### src/rtl/ja_pkg.sv
// Shared definitions for the jitter attenuator.
// Assumes a 32-bit phase accumulator and a system clock well above 4.1 MHz,
// so the nominal step stays below half of the accumulator range.
package ja_pkg;

    localparam int ACC_W = 32;

    typedef enum logic {
        RATE_1544K = 1'b0,
        RATE_2048K = 1'b1
    } line_rate_e;

    // Nominal accumulator step: line rate * 2^ACC_W / clock frequency.
    function automatic logic [ACC_W-1:0] nominal_step(input longint unsigned clk_hz,
                                                      input line_rate_e rate);
        longint unsigned bps;
        bps = (rate == RATE_2048K) ? 64'd2048000 : 64'd1544000;
        return ACC_W'((bps << ACC_W) / clk_hz);
    endfunction

endpackage

### src/rtl/ja_elastic_store.sv
// One-bit-wide elastic store with read and write pointers and a fill counter.
// Resets half full with ones in the unread half. A write into a full store
// with no read is dropped. A read from an empty store yields a 1. Both faults
// re-centre the read pointer to half depth behind the write pointer.
// Assumes DEPTH is a power of two.
module ja_elastic_store #(
    parameter int DEPTH = 32
) (
    input  logic                       clk,
    input  logic                       rst_n,
    input  logic                       wr_en,
    input  logic                       wr_bit,
    input  logic                       rd_en,
    output logic                       rd_bit,
    output logic [$clog2(DEPTH):0]     fill,
    output logic                       ovf_evt,
    output logic                       unf_evt
);
    localparam int AW   = $clog2(DEPTH);
    localparam int FW   = AW + 1;
    localparam int HALF = DEPTH / 2;

    logic          mem [DEPTH];
    logic [AW-1:0] wr_ptr_q;
    logic [AW-1:0] rd_ptr_q;
    logic [AW-1:0] wr_ptr_nx;

    // Fault detection and read data selection.
    always_comb begin
        ovf_evt   = wr_en && !rd_en && (fill == FW'(DEPTH));
        unf_evt   = rd_en && (fill == '0);
        rd_bit    = unf_evt ? 1'b1 : mem[rd_ptr_q];
        wr_ptr_nx = wr_ptr_q + AW'(wr_en && !ovf_evt);
    end

    // Storage array: reset to ones, written when not overflowing.
    always_ff @(posedge clk) begin
        if (!rst_n) begin
            for (int i = 0; i < DEPTH; i++) mem[i] <= 1'b1;
        end else if (wr_en && !ovf_evt) begin
            mem[wr_ptr_q] <= wr_bit;
        end
    end

    // Pointer and occupancy update, with re-centring on faults.
    always_ff @(posedge clk) begin
        if (!rst_n) begin
            wr_ptr_q <= '0;
            rd_ptr_q <= AW'(HALF);
            fill     <= FW'(HALF);
        end else begin
            wr_ptr_q <= wr_ptr_nx;
            if (ovf_evt || unf_evt) begin
                rd_ptr_q <= wr_ptr_nx - AW'(HALF);
                fill     <= FW'(HALF);
            end else begin
                rd_ptr_q <= rd_ptr_q + AW'(rd_en);
                fill     <= fill + FW'(wr_en) - FW'(rd_en);
            end
        end
    end

    AST_FILL_RANGE: assert property (@(posedge clk) disable iff (!rst_n)
        fill <= FW'(DEPTH));
    AST_OVF_RECENTER: assert property (@(posedge clk) disable iff (!rst_n)
        ovf_evt |=> fill == FW'(HALF));
    AST_UNF_RECENTER: assert property (@(posedge clk) disable iff (!rst_n)
        unf_evt |=> fill == FW'(HALF));

endmodule

### src/rtl/ja_order_ctrl.sv
// Loop-order control. When switching is enabled, a pointer-adjustment pulse
// loads a hold counter. The loop is first order while the counter is
// non-zero. A pulse during the window reloads the counter.
module ja_order_ctrl #(
    parameter int HOLD_W = 16
) (
    input  logic              clk,
    input  logic              rst_n,
    input  logic              ptr_evt,
    input  logic              switch_en,
    input  logic [HOLD_W-1:0] hold_len,
    output logic              first_order
);
    logic [HOLD_W-1:0] cnt_q;

    assign first_order = (cnt_q != '0);

    // Hold counter: reload on an enabled event, otherwise count down to zero.
    always_ff @(posedge clk) begin
        if (!rst_n) begin
            cnt_q <= '0;
        end else if (ptr_evt && switch_en) begin
            cnt_q <= hold_len;
        end else if (cnt_q != '0) begin
            cnt_q <= cnt_q - 1'b1;
        end
    end

    AST_HOLD_RELOAD: assert property (@(posedge clk) disable iff (!rst_n)
        (ptr_evt && switch_en) |=> cnt_q == $past(hold_len));
    AST_HOLD_COUNTDOWN: assert property (@(posedge clk) disable iff (!rst_n)
        (!(ptr_evt && switch_en) && first_order) |=> cnt_q == $past(cnt_q) - 1'b1);
    AST_HOLD_DISABLED: assert property (@(posedge clk) disable iff (!rst_n)
        (!switch_en && !first_order) |=> !first_order);

endmodule

### src/rtl/ja_loop_filter.sv
// Proportional-plus-integral loop filter on the store's phase error
// (fill minus half depth). Gains are power-of-two right shifts. The integral
// register moves only on output strobes, is frozen in first-order mode and is
// clamped to +/-INT_LIM.
module ja_loop_filter
    import ja_pkg::*;
#(
    parameter int FW      = 6,
    parameter int HALF    = 16,
    parameter int P_BASE  = 20,
    parameter int I_BASE  = 14,
    parameter int INT_LIM = 1 << 24
) (
    input  logic                    clk,
    input  logic                    rst_n,
    input  logic [FW-1:0]           fill,
    input  logic [3:0]              kp_shift,
    input  logic [3:0]              ki_shift,
    input  logic                    step_en,
    input  logic                    freeze,
    output logic signed [ACC_W-1:0] corr
);
    localparam logic signed [ACC_W-1:0] HALF_S  = ACC_W'(HALF);
    localparam logic signed [ACC_W:0]   LIM_POS = {1'b0, ACC_W'(INT_LIM)};
    localparam logic signed [ACC_W:0]   LIM_NEG = -LIM_POS;

    logic signed [ACC_W-1:0] err;
    logic signed [ACC_W-1:0] prop;
    logic signed [ACC_W-1:0] istep;
    logic signed [ACC_W-1:0] integ_q;
    logic signed [ACC_W-1:0] integ_nx;
    logic signed [ACC_W:0]   isum;

    // Phase error, both gain terms and the clamped integral candidate.
    always_comb begin
        err   = $signed({{(ACC_W-FW){1'b0}}, fill}) - HALF_S;
        prop  = (err <<< P_BASE) >>> kp_shift;
        istep = (err <<< I_BASE) >>> ki_shift;
        isum  = $signed({integ_q[ACC_W-1], integ_q}) + $signed({istep[ACC_W-1], istep});
        if (isum > LIM_POS)      integ_nx = LIM_POS[ACC_W-1:0];
        else if (isum < LIM_NEG) integ_nx = LIM_NEG[ACC_W-1:0];
        else                     integ_nx = isum[ACC_W-1:0];
        corr  = prop + integ_q;
    end

    // Integral register: steps on output strobes outside first-order mode.
    always_ff @(posedge clk) begin
        if (!rst_n) begin
            integ_q <= '0;
        end else if (step_en && !freeze) begin
            integ_q <= integ_nx;
        end
    end

    AST_INTEG_FROZEN: assert property (@(posedge clk) disable iff (!rst_n)
        freeze |=> $stable(integ_q));
    AST_INTEG_IDLE: assert property (@(posedge clk) disable iff (!rst_n)
        !step_en |=> $stable(integ_q));
    AST_INTEG_BOUND: assert property (@(posedge clk) disable iff (!rst_n)
        ($signed({integ_q[ACC_W-1], integ_q}) <= LIM_POS) &&
        ($signed({integ_q[ACC_W-1], integ_q}) >= LIM_NEG));

endmodule

### src/rtl/ja_nco.sv
// Numerically controlled oscillator: a phase accumulator stepped each clock
// by the nominal step for the selected rate plus a signed correction.
// The carry out is the output tick. Assumes the corrected step stays
// positive and below half the accumulator range.
module ja_nco
    import ja_pkg::*;
#(
    parameter longint unsigned CLK_HZ = 19_440_000
) (
    input  logic                    clk,
    input  logic                    rst_n,
    input  logic                    rate_sel,
    input  logic signed [ACC_W-1:0] corr,
    output logic                    tick
);
    localparam logic [ACC_W-1:0] STEP_LO = nominal_step(CLK_HZ, RATE_1544K);
    localparam logic [ACC_W-1:0] STEP_HI = nominal_step(CLK_HZ, RATE_2048K);

    logic [ACC_W-1:0] acc_q;
    logic [ACC_W-1:0] step;
    logic [ACC_W:0]   sum;

    // Corrected step and the accumulator sum with its carry.
    always_comb begin
        step = (line_rate_e'(rate_sel) == RATE_2048K ? STEP_HI : STEP_LO) + $unsigned(corr);
        sum  = {1'b0, acc_q} + {1'b0, step};
        tick = sum[ACC_W];
    end

    // Phase accumulator register.
    always_ff @(posedge clk) begin
        if (!rst_n) acc_q <= '0;
        else        acc_q <= sum[ACC_W-1:0];
    end

endmodule

### src/rtl/jitter_attenuator.sv
// Single-tributary digital jitter attenuator. Gapped input bits fill an
// elastic store. An oscillator steered by a PI loop filter on the store's fill
// reads them out at a smoothed rate. Pointer events can freeze the integral
// term for a programmed time. The alarm input forces output ones.
// Overflow and underflow are sticky until reset.
module jitter_attenuator
    import ja_pkg::*;
#(
    parameter longint unsigned CLK_HZ = 19_440_000,
    parameter int DEPTH   = 32,
    parameter int HOLD_W  = 16,
    parameter int P_BASE  = 20,
    parameter int I_BASE  = 14,
    parameter int INT_LIM = 1 << 24
) (
    input  logic                        clk,
    input  logic                        rst_n,
    input  logic                        in_valid,
    input  logic                        in_bit,
    input  logic                        rate_sel,
    input  logic                        order_switch_en,
    input  logic                        ptr_adj,
    input  logic [HOLD_W-1:0]           hold_len,
    input  logic [3:0]                  kp_shift,
    input  logic [3:0]                  ki_shift,
    input  logic                        ais_force,
    output logic                        out_strobe,
    output logic                        out_bit,
    output logic [$clog2(DEPTH):0]      fill_level,
    output logic signed [ACC_W-1:0]     loop_corr,
    output logic                        first_order,
    output logic                        ovf_flag,
    output logic                        unf_flag
);
    localparam int FW   = $clog2(DEPTH) + 1;
    localparam int HALF = DEPTH / 2;

    logic tick;
    logic rd_bit;
    logic ovf_evt;
    logic unf_evt;
    logic data_q;

    ja_elastic_store #(.DEPTH(DEPTH)) u_store (
        .clk     (clk),
        .rst_n   (rst_n),
        .wr_en   (in_valid),
        .wr_bit  (in_bit),
        .rd_en   (tick),
        .rd_bit  (rd_bit),
        .fill    (fill_level),
        .ovf_evt (ovf_evt),
        .unf_evt (unf_evt)
    );

    ja_order_ctrl #(.HOLD_W(HOLD_W)) u_order (
        .clk         (clk),
        .rst_n       (rst_n),
        .ptr_evt     (ptr_adj),
        .switch_en   (order_switch_en),
        .hold_len    (hold_len),
        .first_order (first_order)
    );

    ja_loop_filter #(
        .FW(FW), .HALF(HALF), .P_BASE(P_BASE), .I_BASE(I_BASE), .INT_LIM(INT_LIM)
    ) u_filter (
        .clk      (clk),
        .rst_n    (rst_n),
        .fill     (fill_level),
        .kp_shift (kp_shift),
        .ki_shift (ki_shift),
        .step_en  (tick),
        .freeze   (first_order),
        .corr     (loop_corr)
    );

    ja_nco #(.CLK_HZ(CLK_HZ)) u_nco (
        .clk      (clk),
        .rst_n    (rst_n),
        .rate_sel (rate_sel),
        .corr     (loop_corr),
        .tick     (tick)
    );

    // Output strobe and data register, plus sticky fault flags.
    always_ff @(posedge clk) begin
        if (!rst_n) begin
            out_strobe <= 1'b0;
            data_q     <= 1'b1;
            ovf_flag   <= 1'b0;
            unf_flag   <= 1'b0;
        end else begin
            out_strobe <= tick;
            if (tick) data_q <= rd_bit;
            ovf_flag   <= ovf_flag | ovf_evt;
            unf_flag   <= unf_flag | unf_evt;
        end
    end

    assign out_bit = data_q | ais_force;

    AST_STROBE_GAP: assert property (@(posedge clk) disable iff (!rst_n)
        out_strobe |=> !out_strobe);
    AST_OVF_STICKY: assert property (@(posedge clk) disable iff (!rst_n)
        ovf_flag |=> ovf_flag);
    AST_UNF_STICKY: assert property (@(posedge clk) disable iff (!rst_n)
        unf_flag |=> unf_flag);

endmodule

### config.mk
export PLATFORM = sky130hd
export DESIGN_NAME = jitter_attenuator
export DESIGN_NICKNAME = d
export VERILOG_FILES = /design/src/rtl/ja_pkg.sv /design/src/rtl/ja_elastic_store.sv /design/src/rtl/ja_order_ctrl.sv /design/src/rtl/ja_loop_filter.sv /design/src/rtl/ja_nco.sv /design/src/rtl/jitter_attenuator.sv
export SDC_FILE = /design/constraint.sdc
export NUM_CORES = 1
export LEC_CHECK = 0
export BUFFER_PORTS_ARGS = -buffer_cell sky130_fd_sc_hd__buf_2
export CORE_ASPECT_RATIO = 1.5
export CORE_MARGIN = 5
export CORE_UTILIZATION = 45
export DETAILED_ROUTE_END_ITERATION = 7
export GPL_ROUTABILITY_DRIVEN = 0
export GPL_TIMING_DRIVEN = 1
export PLACE_DENSITY = 0.65
export SLEW_MARGIN = 20
export SYNTH_ARGS = -nofsm -noshare
export SYNTH_HDL_FRONTEND = slang
export SYNTH_HIERARCHICAL = 1
export SYNTH_SLANG_ARGS = --single-unit
### constraint.sdc
create_clock -name clk -period 8.4 [get_ports clk]
set_clock_uncertainty 0.1 [all_clocks]
set_input_delay 0.42 -clock clk [delete_from_list [all_inputs] [get_ports clk]]
set_output_delay 0.42 -clock clk [all_outputs]
set_load 0.01 [all_outputs]
==> summary.md <==
| Metric | Value |
|---|---|
| Status | complete, no violations |
| Flop2flop setup slack | 0.41 ns |
| Crit start category | flip-flop |
| PD cells | 293 nW/µm² |
| Residual DRC | 0 |
| Number of I/O pins | between 70 and 80 |
| Vias per cell | around 5.9 |
| Measured slew at the worst slew-check pin | 0.915 ns |
| Site row count | 73 |
| Hold_sp | hold_len[5] |
| Syn_area_per_cell | 8.05 µm² |
| Synth Flop Type | dfxtp_1 |
| # Max-Cap Violations | 0 |
| Synthesized flop and latch total | 132 |
| Critical Path End Type | flip-flop |
| Initial core utilization | a little under half |
| Tot Pwr | 0.00397 W |
| Post-Route WL | 33.0 mm |
| Mapped Area | approximately 12000 µm² |
| Worst Hold Depth | 3 |
| Final Cycle Share | 95.1% |
| First-pass DRT Iterations | 5 |
| Synth Net Count | 1661 |
| Die Span X | 144 µm |
| Die ar. | 30500 µm² |
| Cell Int Power | 0.00215 W |
| Post-CTS Setup Inserts | 0 |
| Hold buffers post-CTS | 0 |
| Combinational Power Share | 59.6% |
| Synth Instances | 1510 |
| Post-DP Area | 12900 µm² |
| Ys async rst share | 0% |
| Clk_lat worst skew | 0.45 ns |
| Largest net degree at the start of global routing | between 50 and 60 |
| Syn-to-layout area delta | 11.4% |
| CTS tree | done |
| Sequential-to-total area share from yosys stat | 24.4% |
| CP Buf/Inv Count | 3 |
| CTS Buf Count | 17 |
| Hpwl dp | 25.9 mm |
| Commonest non-fill, non-tap cell in the layout | nand2_1 |
| CP delay by family, top | compound AO/OA/AOI/OAI gates |
| Relative slew slack | 38.6% |
| Initial antenna violation count | 2 |
| Final setup viols | 0 |
| Final hold vios | 0 |
| Fin util | between 50% and 60% |
| Synthesis Warnings | 6 |
| Leak | 5.76 nW |
| Pre-CTS setup slack | -0.108 ns |
| Final net count | between 1500 and 2000 |
| Post-synth cell types | 98 |
| Seq pwr share | 20.6% |
| Clock-pin slew on the worst setup and hold paths | 0.06 ns |
| Port buffer count | 74 |
| Final ANT Viol Nets | 0 |
| Vias after detailed routing | 11300 |
| Fillers | 2541 |
| Fin area | approximately 14000 µm² |
| Fmax | 125 MHz |
| First DRT Iteration DRCs | 461 |
| Final Critical Period | 7.99 ns |
| Max-slew violations | 0 |
| Commonest cells after routing, fill and taps aside | 185 x nand2_1, 129 x nor2_1, 114 x ha_1, 111 x o21ai_0, 105 x a21oi_1 |
| Die H | 211 µm |
| Worst IR Drop VDD | 0.194 mV |
| Final WS setup | roughly 0.4 ns |
| CTS sink cnt | 132 |
| Vias in the first global route | 11200 |
| Layout cells sized above 1 | 13.3% |
| WS Path Type | reg -> reg |
| CP required | about 8.6 ns |
| Tot GR Track Use | 21.7% |
| FF-to-FF path depth | 36 |
| CTS root buf | clkbuf_16 |
| Core area | between 20000 and 30000 µm² |
| First-pass GRT wire length | 53.5 mm |
| Clock Path Buffers | 2 |
| Worst Path Max Fanout | 7 |
| CP max stage cell | or4b_1 |
| DR WL/cell | 17.2 µm |
| CP arrival | 8.20 ns |
| Switch share | 45.7% |
| Clk network pwr share | 19.9% |
| RSZ-0062 raised after global routing | yes |
| Hold EP | u_order/cnt_q[5] |
| Worst min path class | in -> reg |
| Max incr delay on CP | around 0.47 ns |
| Switching power | 0.00181 W |
| Multi-input gate area | 8790 µm² |
| Worst reg2reg path startpoint | u_store/fill[2] |
| Number of enable flip-flop cells after synthesis | 32 |
| RR Endpoint | u_store/fill[4] |
| H-tree level count | 4 |
| Gr ovfl total | 0 |
| Register Area | 2960 µm² |
==> sequential cells by signal (all words and copies together) (netlist names), 5 cells and up <==
register,flops
u_filter/integ_q,32
u_nco/acc_q,32
u_order/cnt_q,16
u_store/fill,6
u_store/mem,32
u_store/rd_ptr_q,5
u_store/wr_ptr_q,5
==> stage by stage <==
stage	hold WS, ns	setup TNS [ns]	cells
after floorplan	0.332	0	1510
after CTS	0.0814	0	1919
after global routing	0.105	-0.0973	1919
after detailed placement	0.341	-0.108	1887
final	0.0933	0	1920
after global placement	0.337	0	1887
==> timing repair <==
item	in CTS	in global routing
pin swaps	0	2
setup endpoints to repair	1	89
resized for setup	1	13
==> final cells by class <==
class                   instances  share of cell area [%]
inverters                      50                    1.39
flip-flops and latches        132                    21.9
well taps                     337                    3.11
diodes                          1                  0.0185
clock buffers                  17                    3.14
clock inverters                15                    1.36
repair buffers                100                    4.18
multi-input cells            1268                    64.9
==> power by group through the flow <==
stage                     combinational (W)  clock, W  sequential [W]
final                               0.00236  0.000787        0.000815
after global routing                0.00261  0.000836        0.000827
after CTS                           0.00233  0.000806        0.000816
after detailed placement            0.00232         0        0.000828
after global placement              0.00229         0        0.000827
after floorplan                     0.00179         0        0.000815
==> cells by family (layout without fill, tap and decap cells) <==
group	Yosys count	count (layout)	share of synthesized area (%)
multiplexers	45	45	5.00
buffers and inverters	110	182	3.88
adder cells (fa/ha/maj)	119	119	12.5
XOR/XNOR	111	111	8.00
AO/OA/AOI/OAI	442	442	23.9
AND/OR/NAND/NOR	551	551	22.3
flip-flops	132	132	24.4
other	0	1	0
==> cells in the mapped netlist, types with 8 or more instances <==
cell	instances	share of area (%)
ha_1	115	12
nand3_1	44	1.8
a21oi_1	106	4.4
nand4_1	21	1.1
o211ai_1	11	0.68
o21ai_1	16	0.66
or3_1	9	0.46
o31ai_1	17	1.1
nor2_1	129	4.0
mux4_2	12	2.2
o21bai_1	8	0.49
dfxtp_1	100	16
mux2i_1	27	2.2
nor2b_1	19	0.98
edfxtp_1	32	7.9
o21a_1	17	1.1
clkbuf_1	40	1.2
a21o_1	41	2.5
o21ai_0	113	4.7
and2_1	25	1.3
a31oi_1	16	0.82
nand2b_1	23	1.2
nand2_1	185	5.7
o31ai_2	14	1.4
a211oi_1	17	1.1
xor2_1	52	3.7
nor3_1	25	1.0
xnor2_1	59	4.3
buf_2	8	0.33
inv_1	48	1.5
and3_1	18	0.93
==> routing by layer <==
| layer | vias to the layer above | share of wire [%] | wire, µm | GRT usage, % |
|---|---|---|---|---|
| met5 | - | 0.088 | 29 | 0 |
| met4 | 4 | 3.6 | 1180 | 9.27 |
| met3 | 86 | 4.5 | 1480 | 3.60 |
| met2 | 303 | 53 | 17300 | 40.5 |
| met1 | 5268 | 39 | 13000 | 23.6 |
| li1 | 5652 | - | - | - |
==> worst max-delay path by stage <==
stage,start,to,cells past startpoint
final,u_store/fill[2],u_store/fill[4],36
after global routing,u_store/fill[2],u_store/fill[4],36
after CTS,u_store/fill[4],u_store/fill[4],36
after detailed placement,kp_shift[1],u_store/fill[4],36
after global placement,kp_shift[1],u_store/fill[4],36
after floorplan,u_store/fill[4],u_store/fill[4],36
==> tightest hold or removal path, cell delays in order <==
cell,delay (ns)
buf_2,0.08
nand3_1,0.05
o31ai_1,0.06
Note: power is estimated with default switching activity, not from simulation.
